==> src/rtl/sdwr_pkg.sv <==
package sdwr_pkg;
    typedef enum logic [2:0] {
        ST_IDLE,
        ST_XFER,
        ST_DRAIN,
        ST_HALTED,
        ST_FINISH
    } seq_state_e;

    localparam int IRQ_N   = 2;
    localparam int IRQ_GAP = 0;
    localparam int IRQ_CMP = 1;
endpackage

==> src/rtl/sdwr_blk_track.sv <==
module sdwr_blk_track #(
    parameter int CNT_W = 8
) (
    input  logic             clk,
    input  logic             rst_n,
    input  logic             load_i,
    input  logic [CNT_W-1:0] load_val_i,
    input  logic             dec_i,
    input  logic             begin_i,
    output logic             at_gap_o,
    output logic             last_o
);
    typedef struct packed {
        logic [CNT_W-1:0] rem;
        logic             gap;
    } trk_t;

    localparam logic [CNT_W-1:0] ONE = CNT_W'(1);

    trk_t trk_d, trk_q;

    always_comb begin
        trk_d = trk_q;
        if (load_i) begin
            trk_d.rem = load_val_i;
            trk_d.gap = 1'b0;
        end else if (dec_i) begin
            trk_d.rem = trk_q.rem - ONE;
            trk_d.gap = (trk_q.rem != ONE);
        end else if (begin_i) begin
            trk_d.gap = 1'b0;
        end
    end

    always_ff @(posedge clk or negedge rst_n) begin
        if (!rst_n) trk_q <= '0;
        else        trk_q <= trk_d;
    end

    assign at_gap_o = trk_q.gap;
    assign last_o   = (trk_q.rem == ONE);
endmodule

==> src/rtl/sdwr_irq_flags.sv <==
module sdwr_irq_flags #(
    parameter int N = 2
) (
    input  logic         clk,
    input  logic         rst_n,
    input  logic [N-1:0] set_i,
    input  logic [N-1:0] clr_i,
    output logic [N-1:0] flag_o
);
    logic [N-1:0] flag_d, flag_q;

    for (genvar gi = 0; gi < N; gi++) begin : g_flag
        always_comb begin
            flag_d[gi] = set_i[gi] | (flag_q[gi] & ~clr_i[gi]);
        end
    end

    always_ff @(posedge clk or negedge rst_n) begin
        if (!rst_n) flag_q <= '0;
        else        flag_q <= flag_d;
    end

    assign flag_o = flag_q;
endmodule

==> src/rtl/sdwr_gap_ctrl.sv <==
module sdwr_gap_ctrl
    import sdwr_pkg::*;
#(
    parameter int CNT_W = 8
) (
    input  logic             clk,
    input  logic             rst_n,
    input  logic             start_i,
    input  logic [CNT_W-1:0] blk_cnt_i,
    input  logic             blk_begin_i,
    input  logic             blk_done_i,
    input  logic             wbuf_valid_i,
    input  logic             card_busy_i,
    input  logic             stop_wr_i,
    input  logic             stop_wdata_i,
    input  logic             cont_wr_i,
    input  logic [1:0]       irq_clr_i,
    output logic             wr_active_o,
    output logic             dat_active_o,
    output logic             stop_req_o,
    output logic             gap_evt_o,
    output logic             xfer_cmp_o
);
    typedef struct packed {
        seq_state_e state;
        logic       wr;
        logic       dat;
        logic       stop;
    } ctl_t;

    ctl_t ctl_d, ctl_q;

    logic             at_gap, last_blk;
    logic             in_xfer, done_ok, end_now, stop_ok;
    logic             start_ok, cont_ok, begin_ok, drain_end, cmp_ack;
    logic [IRQ_N-1:0] irq_set, irq_flag;

    assign in_xfer   = (ctl_q.state == ST_XFER);
    assign done_ok   = in_xfer && !at_gap && blk_done_i;
    assign end_now   = done_ok && last_blk;
    assign stop_ok   = in_xfer && at_gap && ctl_q.stop && !wbuf_valid_i;
    assign begin_ok  = in_xfer && at_gap && blk_begin_i;
    assign start_ok  = start_i && !ctl_q.dat && (blk_cnt_i != '0);
    assign cont_ok   = cont_wr_i && (ctl_q.state == ST_HALTED) && !ctl_q.stop;
    assign drain_end = ((ctl_q.state == ST_DRAIN) || (ctl_q.state == ST_FINISH))
                       && !card_busy_i;
    assign cmp_ack   = irq_clr_i[IRQ_CMP] && irq_flag[IRQ_CMP];

    sdwr_blk_track #(.CNT_W(CNT_W)) u_track (
        .clk        (clk),
        .rst_n      (rst_n),
        .load_i     (start_ok),
        .load_val_i (blk_cnt_i),
        .dec_i      (done_ok),
        .begin_i    (begin_ok),
        .at_gap_o   (at_gap),
        .last_o     (last_blk)
    );

    always_comb begin
        irq_set          = '0;
        irq_set[IRQ_GAP] = stop_ok;
        irq_set[IRQ_CMP] = drain_end;
    end

    sdwr_irq_flags #(.N(IRQ_N)) u_irq (
        .clk    (clk),
        .rst_n  (rst_n),
        .set_i  (irq_set),
        .clr_i  (irq_clr_i),
        .flag_o (irq_flag)
    );

    always_comb begin
        ctl_d = ctl_q;
        unique case (ctl_q.state)
            ST_IDLE, ST_HALTED: begin
                if (start_ok || cont_ok) begin
                    ctl_d.state = ST_XFER;
                    ctl_d.wr    = 1'b1;
                    ctl_d.dat   = 1'b1;
                end
            end
            ST_XFER: begin
                if (end_now) begin
                    ctl_d.state = ST_FINISH;
                    ctl_d.wr    = 1'b0;
                end else if (stop_ok) begin
                    ctl_d.state = ST_DRAIN;
                    ctl_d.wr    = 1'b0;
                end
            end
            ST_DRAIN: begin
                if (drain_end) begin
                    ctl_d.state = ST_HALTED;
                    ctl_d.dat   = 1'b0;
                end
            end
            ST_FINISH: begin
                if (drain_end) begin
                    ctl_d.state = ST_IDLE;
                    ctl_d.dat   = 1'b0;
                end
            end
            default: ctl_d = '0;
        endcase

        if (stop_wr_i)    ctl_d.stop = stop_wdata_i;
        else if (cmp_ack) ctl_d.stop = 1'b0;
    end

    always_ff @(posedge clk or negedge rst_n) begin
        if (!rst_n) ctl_q <= '0;
        else        ctl_q <= ctl_d;
    end

    assign wr_active_o  = ctl_q.wr;
    assign dat_active_o = ctl_q.dat;
    assign stop_req_o   = ctl_q.stop;
    assign gap_evt_o    = irq_flag[IRQ_GAP];
    assign xfer_cmp_o   = irq_flag[IRQ_CMP];
endmodule

==> config.mk <==
export PLATFORM = sky130hd
export DESIGN_NAME = sdwr_gap_ctrl
export DESIGN_NICKNAME = d
export VERILOG_FILES = /design/src/rtl/sdwr_pkg.sv /design/src/rtl/sdwr_blk_track.sv /design/src/rtl/sdwr_irq_flags.sv /design/src/rtl/sdwr_gap_ctrl.sv
export SDC_FILE = /design/constraint.sdc
export NUM_CORES = 1
export LEC_CHECK = 0
export ABC_AREA = 1
export CORE_ASPECT_RATIO = 0.6
export CORE_UTILIZATION = 44
export CTS_CLUSTER_SIZE = 24
export DETAILED_ROUTE_END_ITERATION = 10
export DONT_BUFFER_PORTS = 1
export HOLD_SLACK_MARGIN = 0.02
export SYNTH_ARGS = -nofsm -noshare
export SYNTH_HDL_FRONTEND = slang
export SYNTH_HIERARCHICAL = 1
export SYNTH_SLANG_ARGS = --single-unit
==> constraint.sdc <==
create_clock -name clk -period 3.2 [get_ports clk]
set_input_delay 0.64 -clock clk [delete_from_list [all_inputs] [get_ports clk]]
set_output_delay 0.64 -clock clk [all_outputs]
set_load 0.03 [all_outputs]
# Yosys cells after proc, flatten, opt, wreduce, memory -nomap -nowiden
# Cells that the tools add are included.
dict set report totals {
  out_inout_bits 5
  input_bits 20
  elab_cells 74
  ff_bits 17
}
dict set report classes {
  add_sub_neg 1
  n_bitwise 8
  eq_ne 12
  n_reduce_logical 30
  mux 16
}
# op count
set op_table {}
lappend op_table {{$logic_and A1 B1 Y1} 13}
lappend op_table {{$pmux W3 S4} 1}
lappend op_table {{$mux W9} 1}
lappend op_table {{$eq A8 B1 Y1 const B} 1}
lappend op_table {{$mux W4} 2}
lappend op_table {{$mux W8} 1}
lappend op_table {{$ne A8 B1 Y1 const B} 1}
lappend op_table {{$reduce_bool A8 Y1} 1}
lappend op_table {{$sub A8 B1 Y8 const B} 1}
lappend op_table {{$eq A3 B2 Y1 const B} 2}
lappend op_table {{$mux W1} 6}
lappend op_table {{$mux W3} 2}
lappend op_table {{$ne A2 B2 Y1 const B} 3}
lappend op_table {{$ne A3 B1 Y1 const B} 2}
lappend op_table {{$pmux W1 S3} 2}
lappend op_table {{$reduce_and A3 Y1} 2}
lappend op_table {{$logic_not A1 Y1} 5}
lappend op_table {{$mux W5} 1}
lappend op_table {{$reduce_or A5 Y1} 1}
lappend op_table {{$not A1 Y1} 4}
lappend op_table {{$reduce_and A4 Y1} 1}
lappend op_table {{$reduce_or A2 Y1} 2}
lappend op_table {{$eq A3 B1 Y1 const B} 1}
lappend op_table {{$eq A3 B3 Y1 const B} 1}
lappend op_table {{other kinds (7)} 10}

# Logic depth before layout (Yosys ltp)
# Gate-level depths: netlist of the first run.
dict set report logic_depth {
  depth_word 7
  ltp_mapped 9
  ltp_nobuf 9
}

# Modules after synthesis
# The synthesis of the first run kept the hierarchy.
# mod cells_per_inst instances area_per_inst_um2
set modules_own_cells {}
lappend modules_own_cells {sdwr_blk_track 79 1 590.6}
lappend modules_own_cells {sdwr_gap_ctrl 72 1 473.0}
lappend modules_own_cells {sdwr_irq_flags 10 1 80.1}

# Worst setup path before layout of the first run
# Ideal clock, no wire load.
dict set report synth_timing {
  path_kind {input to register}
  startpoint {input blk_cnt_i[0]}
  endpoint {register u_track.trk_q, in the netlist u_track/at_gap_o}
  t_arrival_ns 1.522
  setup_ns 0.065
  setup_slack_ns 1.613
  t_required_ns 3.135
  stages 8
  path_cell_list {nor2_1 -> nand2_1 -> o21ai_4 -> inv_1 -> buf_4 -> nor2_4 -> nand3b_1 -> nand2_1}
}
dict set report synth_between {
  elab_chain_cells 3
}
# item line_no
set synth_lines {}
lappend synth_lines {{from (decl)} sdwr_gap_ctrl.sv:9} ;# input logic [CNT_W-1:0] blk_cnt_i,
lappend synth_lines {{$reduce_bool A8 Y1 *} sdwr_gap_ctrl.sv:43} ;# assign start_ok = start_i && !ctl_q.dat && (blk_cnt_i != '0);
lappend synth_lines {{$logic_and A1 B1 Y1 *} sdwr_gap_ctrl.sv:43}
lappend synth_lines {{via start_ok} sdwr_gap_ctrl.sv:35} ;# logic start_ok, cont_ok, begin_ok, drain_end, cmp_ack;
lappend synth_lines {{$reduce_bool A3 Y1 (no source line) or $mux W9 (tied branches)} --}
lappend synth_lines {{to (signal assigned)} sdwr_blk_track.sv:37} ;# else trk_q <= trk_d;
lappend synth_lines {{to (decl)} sdwr_blk_track.sv:20} ;# trk_t trk_d, trk_q;
# The timed path passes the listed nets; every way through them passes the cells marked *.
# A chain may end at the register's enable or synchronous reset.

# Worst setup path in the final report of the first run
dict set report layout_timing {
  startpoint {register ctl_q, in the netlist dat_active_o}
  endpoint {register u_track/trk_q[4] (netlist bit)}
}
dict set report layout_between {
  elab_chain_cells 4
}
# item line_no
set layout_lines {}
lappend layout_lines {{from (decl)} sdwr_gap_ctrl.sv:31} ;# ctl_t ctl_d, ctl_q;
lappend layout_lines {{from (signal assigned)} sdwr_gap_ctrl.sv:114} ;# else ctl_q <= ctl_d;
lappend layout_lines {{$logic_not A1 Y1 *} sdwr_gap_ctrl.sv:43}
lappend layout_lines {{$logic_and A1 B1 Y1 * (2 in a row)} sdwr_gap_ctrl.sv:43}
lappend layout_lines {{via start_ok} sdwr_gap_ctrl.sv:35}
lappend layout_lines {{$mux W9 or $reduce_bool A2 Y1 (tied branches)} --}
# Marked as above.

==> flow_metrics.tcl, run 1 <==
set metrics [dict create \
    worstHoldPathType "input pin to asynchronous set/reset pin" \
    gp_congestion 0.8855 \
    grt_pass1_wl_mm 3.864 \
    die_w_um 67.82 \
    skew_ns 0.006322 \
    fin_setup_tns_ns 0 \
    drt-total-wl_mm 2.495 \
    firstDrtPassIters 4 \
    htree_levels 1 \
    numPortBuffers 0 \
    initial_core_util_pct 49.51 \
    dp_hpwl_mm 1.997 \
    max_freq_mhz 564.6 \
    synth-async-reset-ratio_pct 100.0 \
    stdcell_area_um2 1220 \
    n_fill_cell 236 \
    mostFrequentLayoutCells "nand2_1, inv_1, nor2_1, dfrtp_1, nand3_1" \
    setup_viol 0 \
    pwr_density_cell_nw_per_um2 989.8 \
    cts_buffer_depth 2 \
    required_ns 3.34 \
    syn_nets 183 \
    placed_area_um2 1174 \
    cp.arrival_ns 1.92 \
    overflow 0 \
    syn_area_um2 1144 \
    vdd_drop_max_uv 439.0 \
    finalNetCount 187 \
    hold_viol 0 \
    wl_per_cell_um 12.86 \
    drive_gt1_share_pct 15.24 \
    antenna_left 0 \
    cp-end-kind "register" \
    path_class "register to register" \
    cap_viol_max_count 0 \
    fp-row-count 13 \
    clk_pin_slew_ns 0.07 \
    synth_top_flop_cell "dfrtp_1" \
    vias 1000 \
    leakage_nw 0.6417 \
    finalMaxSlewViolations 0 \
    ctsHoldBuffers 0 \
    ys_ff_latch 17 \
    yosysSeqAreaShare_pct 37.20 \
    rsz0062_at_grt "no" \
    postCtsSetupRepairBufs 0 \
    final_common_cell "nand2_1" \
    synth_area_per_cell_um2 7.103 \
    num_antenna_cells 0 \
    ys_types 26 \
    areaGrowthSynthToFinish_pct 6.674 \
    synth_cells 161 \
    startpoint_type "register" \
    tightest_slew_ns 0.4373 \
    postCtsResizedCells 0 \
    numClockSinks 17 \
    slew_headroom_pct 70.82 \
    status "finished, final reports clean" \
    tritoncts "done" \
    die_h_um 41.49 \
    drt_iter0_drc 92 \
    viasPerCell 5.155 \
    numCtsBuffers 3 \
    core_um2 2310 \
    die_area_um2 2814 \
    antenna_found_initial 0 \
    ys_warn_count 6 \
    min_period_over_period_pct 55.35 \
    grt_use_total_pct 19.31 \
    fin_crit_ns 1.771 \
    grt_max_degree 18 \
    root_buffer "clkbuf_8" \
    clk-insertion-delay-late_ns 0.25 \
    drc_errors 0 \
    synth_edf_count 0 \
    grt_pass1_vias 811 \
    cp_max_fo 11 \
    io-pin-count 25 \
]
worst max-delay path, stage by stage, from the launching register on:
cell     delay [ns]
dfrtp_1        0.51
nor2_1         0.33
o21ai_4        0.10
inv_1          0.35
nor2_4         0.14
a22oi_1        0.17
nand2_1        0.07
cell usage after synthesis (3+ instances only):
cell type | n | area, µm²
inv_2 | 7 | 26.28
nand4_1 | 5 | 31.28
nor2_4 | 3 | 33.78
o21ai_1 | 5 | 25.02
nand3_1 | 12 | 60.06
nor2_1 | 17 | 63.81
nor2_2 | 3 | 18.77
nand2_1 | 48 | 180.2
dfrtp_1 | 17 | 425.4
inv_1 | 19 | 71.32
nand2_2 | 3 | 18.77
a22oi_1 | 4 | 30.03
nand3_2 | 3 | 30.03
registers in the layout (all words and copies together) (netlist names):
signal / flops
wr_active_o: 1
u_irq/flag_o: 2
u_track/trk_q: 8
dat_active_o: 1
stop_req_o: 1
ctl_q: 3
u_track/at_gap_o: 1
cell type report:
type | count | area, µm² | share of cell area [%]
Clock buffer | 3 | 41.29 | 3.385
Clock inverter | 1 | 5.005 | 0.4103
Tap cell | 30 | 37.54 | 3.077
Sequential cell | 17 | 425.4 | 34.87
Inverter | 27 | 101.3 | 8.308
Multi-Input combinational cell | 116 | 609.3 | 49.95
worst paths after layout:
check | cells past startpoint | endpoint | start | slack, ns
min in group clk | 3 | u_irq/flag_o[0] | irq_clr_i[0] | 0.52
min | 0 | stop_req_o | rst_n | 0.07
max reg2reg | 6 | u_track/trk_q[4] | dat_active_o | 1.43
min reg2reg | 2 | u_track/trk_q[2] | u_track/trk_q[2] | 0.53
max in group asynchronous | 0 | dat_active_o | rst_n | 3.05
max | 6 | u_track/trk_q[4] | dat_active_o | 1.43
routing by layer:
layer | wire, µm | GRT usage, %
met1 | 1361 | 30.70
met2 | 903 | 23.17
met3 | 215 | 8.516
met4 | 14 | 3.750
met5 | 0 | 0
per-stage QoR:
step | util [%] | hold WS [ns] | setup WS, ns | cells | power, mW
6_report | 52.82 | 0.07290 | 1.429 | 194 | 1.208
5_1_grt | 52.82 | 0.04857 | 1.333 | 194 | 1.310
4_1_cts | 52.82 | 0.06320 | 1.447 | 194 | 1.207
3_5_place_dp | 50.81 | 0.3448 | 1.345 | 190 | 1.038
3_3_place_gp | 50.81 | 0.3448 | 1.370 | 190 | 1.032
2_1_floorplan | - | 0.3444 | 1.613 | 161 | 0.9159
power by group:
| group | total [mW] | switching, mW | internal (mW) | leakage, nW |
|---|---|---|---|---|
| Clock | 0.161 | 0.0750 | 0.0864 | 0.0255 |
| Combinational | 0.602 | 0.389 | 0.213 | 0.404 |
| Sequential | 0.444 | 0.138 | 0.306 | 0.212 |
| Total | 1.21 | 0.602 | 0.605 | 0.642 |
logic make-up (layout without fill, tap and decap cells):
family / after synthesis / in the layout / share of synthesized area, %
flip-flops: 17 / 17 / 37.20
AND/OR/NAND/NOR: 97 / 97 / 40.48
XOR/XNOR: 2 / 2 / 1.532
adder cells (fa/ha/maj): 2 / 2 / 2.188
buffers and inverters: 28 / 31 / 9.519
AO/OA/AOI/OAI: 15 / 15 / 9.081
No activity file was read; power rests on OpenSTA's default activity.
==> inputs of run 2 (changes only) <==
==> constraint.sdc (replaced) <==
create_clock -name clk -period 1.9 [get_ports clk]
set_input_delay 0.38 -clock clk [delete_from_list [all_inputs] [get_ports clk]]
set_output_delay 0.38 -clock clk [all_outputs]
set_load 0.03 [all_outputs]
==> run 2 against run 1 <==
Net effect:
- sequential power grew 63%
- routed wire length grew 8.3%
- count of clock-buffer cells in the layout grew 1
- largest cell class unchanged
==> flow_metrics.tcl, run 2 (synthesized netlist as in run 1, its figures left out) <==
set metrics [dict create \
    tightest_slew_ns 0.8363 \
    setup_viol 0 \
    fin_crit_ns 1.630 \
    grt_use_total_pct 21.38 \
    areaGrowthSynthToFinish_pct 8.097 \
    drive_gt1_share_pct 15.06 \
    core_um2 2310 \
    antenna_left 0 \
    grt_max_degree 18 \
    slew_headroom_pct 44.06 \
    worst_path_max_delay_cell "dfrtp_1" \
    max_freq_mhz 613.4 \
    worstHoldPathType "input pin to register" \
    path_class "register to register" \
    power.share.sequential_pct 35.0 \
    ctsHoldBuffers 1 \
    mostFrequentLayoutCells "nand2_1, inv_1, nor2_1, dfrtp_1, nand3_1" \
    postCtsResizedCells 0 \
    cap_viol_max_count 0 \
    rsz0062_at_grt "no" \
    clk_pin_slew_ns 0.07 \
    final_util_pct 53.52 \
    die_h_um 41.49 \
    required_ns 2.09 \
    grt_pass1_vias 956 \
    switching_share_pct 49.85 \
    final_common_cell "nand2_1" \
    finalMaxSlewViolations 0 \
    pwr_density_cell_nw_per_um2 1676 \
    root_buffer "clkbuf_8" \
    hold_viol 0 \
    htree_levels 1 \
    fp-row-count 13 \
    io-pin-count 25 \
    firstDrtPassIters 4 \
    initial_core_util_pct 49.51 \
    cp.arrival_ns 1.83 \
    die_w_um 67.82 \
    clk-insertion-delay-late_ns 0.26 \
    leakage_nw 0.6479 \
    n_fill_cell 237 \
    drt_iter0_drc 81 \
    fin_setup_tns_ns 0 \
    status "finished, final reports clean" \
    dp_hpwl_mm 2.094 \
    internal_power_mw 1.039 \
    postCtsSetupRepairBufs 0 \
    viasPerCell 5.265 \
    critical_path.most_common_cell "inv_2" \
    switchingPower_mw 1.033 \
    finalNetCount 189 \
    gp_congestion 0.8704 \
    power_frac_comb_pct 51.3 \
    wl_per_cell_um 13.79 \
    antenna_found_initial 0 \
    numPortBuffers 0 \
    critPathLaunch "ctl_q[4]" \
    skew_ns 0.005607 \
    top_register "u_track/trk_q" \
    max_stage_delay_ns 0.45 \
    tritoncts "done" \
    numCtsBuffers 3 \
    min_from "blk_cnt_i[2]" \
    min_period_over_period_pct 85.80 \
    vdd_drop_max_uv 744.9 \
    r2r_start "ctl_q[4]" \
    cp-end-kind "register" \
    vias 1032 \
    drc_errors 0 \
    numClockSinks 17 \
    power_frac_clock_pct 13.8 \
    num_antenna_cells 0 \
    cts_buffer_depth 2 \
    cp_max_fo 9 \
    die_area_um2 2814 \
    grt_pass1_wl_mm 4.395 \
    overflow 0 \
    startpoint_type "register" \
    worstPathCellList "inv_2, nand3_2, nor2_1, inv_2, nor2_4, nand4_1, nand3_1" \
    largest_reg_flops 8 \
    drt-total-wl_mm 2.703 \
]
-- run 2: worst max-delay path, delay by kind of cell, from the launching register on --
family / cells / cell delay, ns
buf+inv: 2 / 0.19
simple gates: 5 / 0.92
flops: 1 / 0.45
-- run 2: worst paths after layout --
path	to	slack, ns	cells after the start
max	u_track/trk_q[6]	0.27	7
min	u_track/trk_q[3]	0.25	2
max reg2reg	u_track/trk_q[6]	0.27	7
min reg2reg	u_track/trk_q[7]	0.54	2
max in group asynchronous	u_track/trk_q[7]	0.72	1
min in group asynchronous	u_track/trk_q[4]	0.66	1
-- run 2: layout make-up --
class,instances,area [µm²],share of cell area [%]
inverters,27,101.3,8.198
multi-input cells,116,609.3,49.29
clock buffers,4,45.04,3.644
well taps,30,37.54,3.036
repair buffers,2,17.52,1.417
flip-flops and latches,17,425.4,34.41
-- run 2: power groups by stage --
| stage | Sequential, mW | Clock (mW) | Combinational, mW |
|---|---|---|---|
| after floorplan | 0.715 | 0 | 0.827 |
| after global placement | 0.724 | 0 | 1.02 |
| after detailed placement | 0.727 | 0 | 1.04 |
| after CTS | 0.722 | 0.292 | 1.06 |
| after global routing | 0.746 | 0.307 | 1.21 |
| final | 0.725 | 0.285 | 1.06 |
-- run 2: per-layer routing --
layer	global-route usage [%]	wire [µm]
met2	27.52	1044
met5	0	0
met3	8.516	292
met4	4.583	27
met1	32.76	1339
-- run 2: metrics by stage --
step	instance area [µm²]	instances	hold slack, ns	worst slack (ns)	total power, mW
finish	1236	196	0.2529	0.2698	2.071
global route	1236	196	0.2516	0.1807	2.264
CTS	1236	196	0.2480	0.2973	2.072
detailed placement	1181	191	0.08476	0.2885	1.770
global placement	1181	191	0.08478	0.3451	1.748
floorplan	1144	161	0.08441	0.4665	1.542
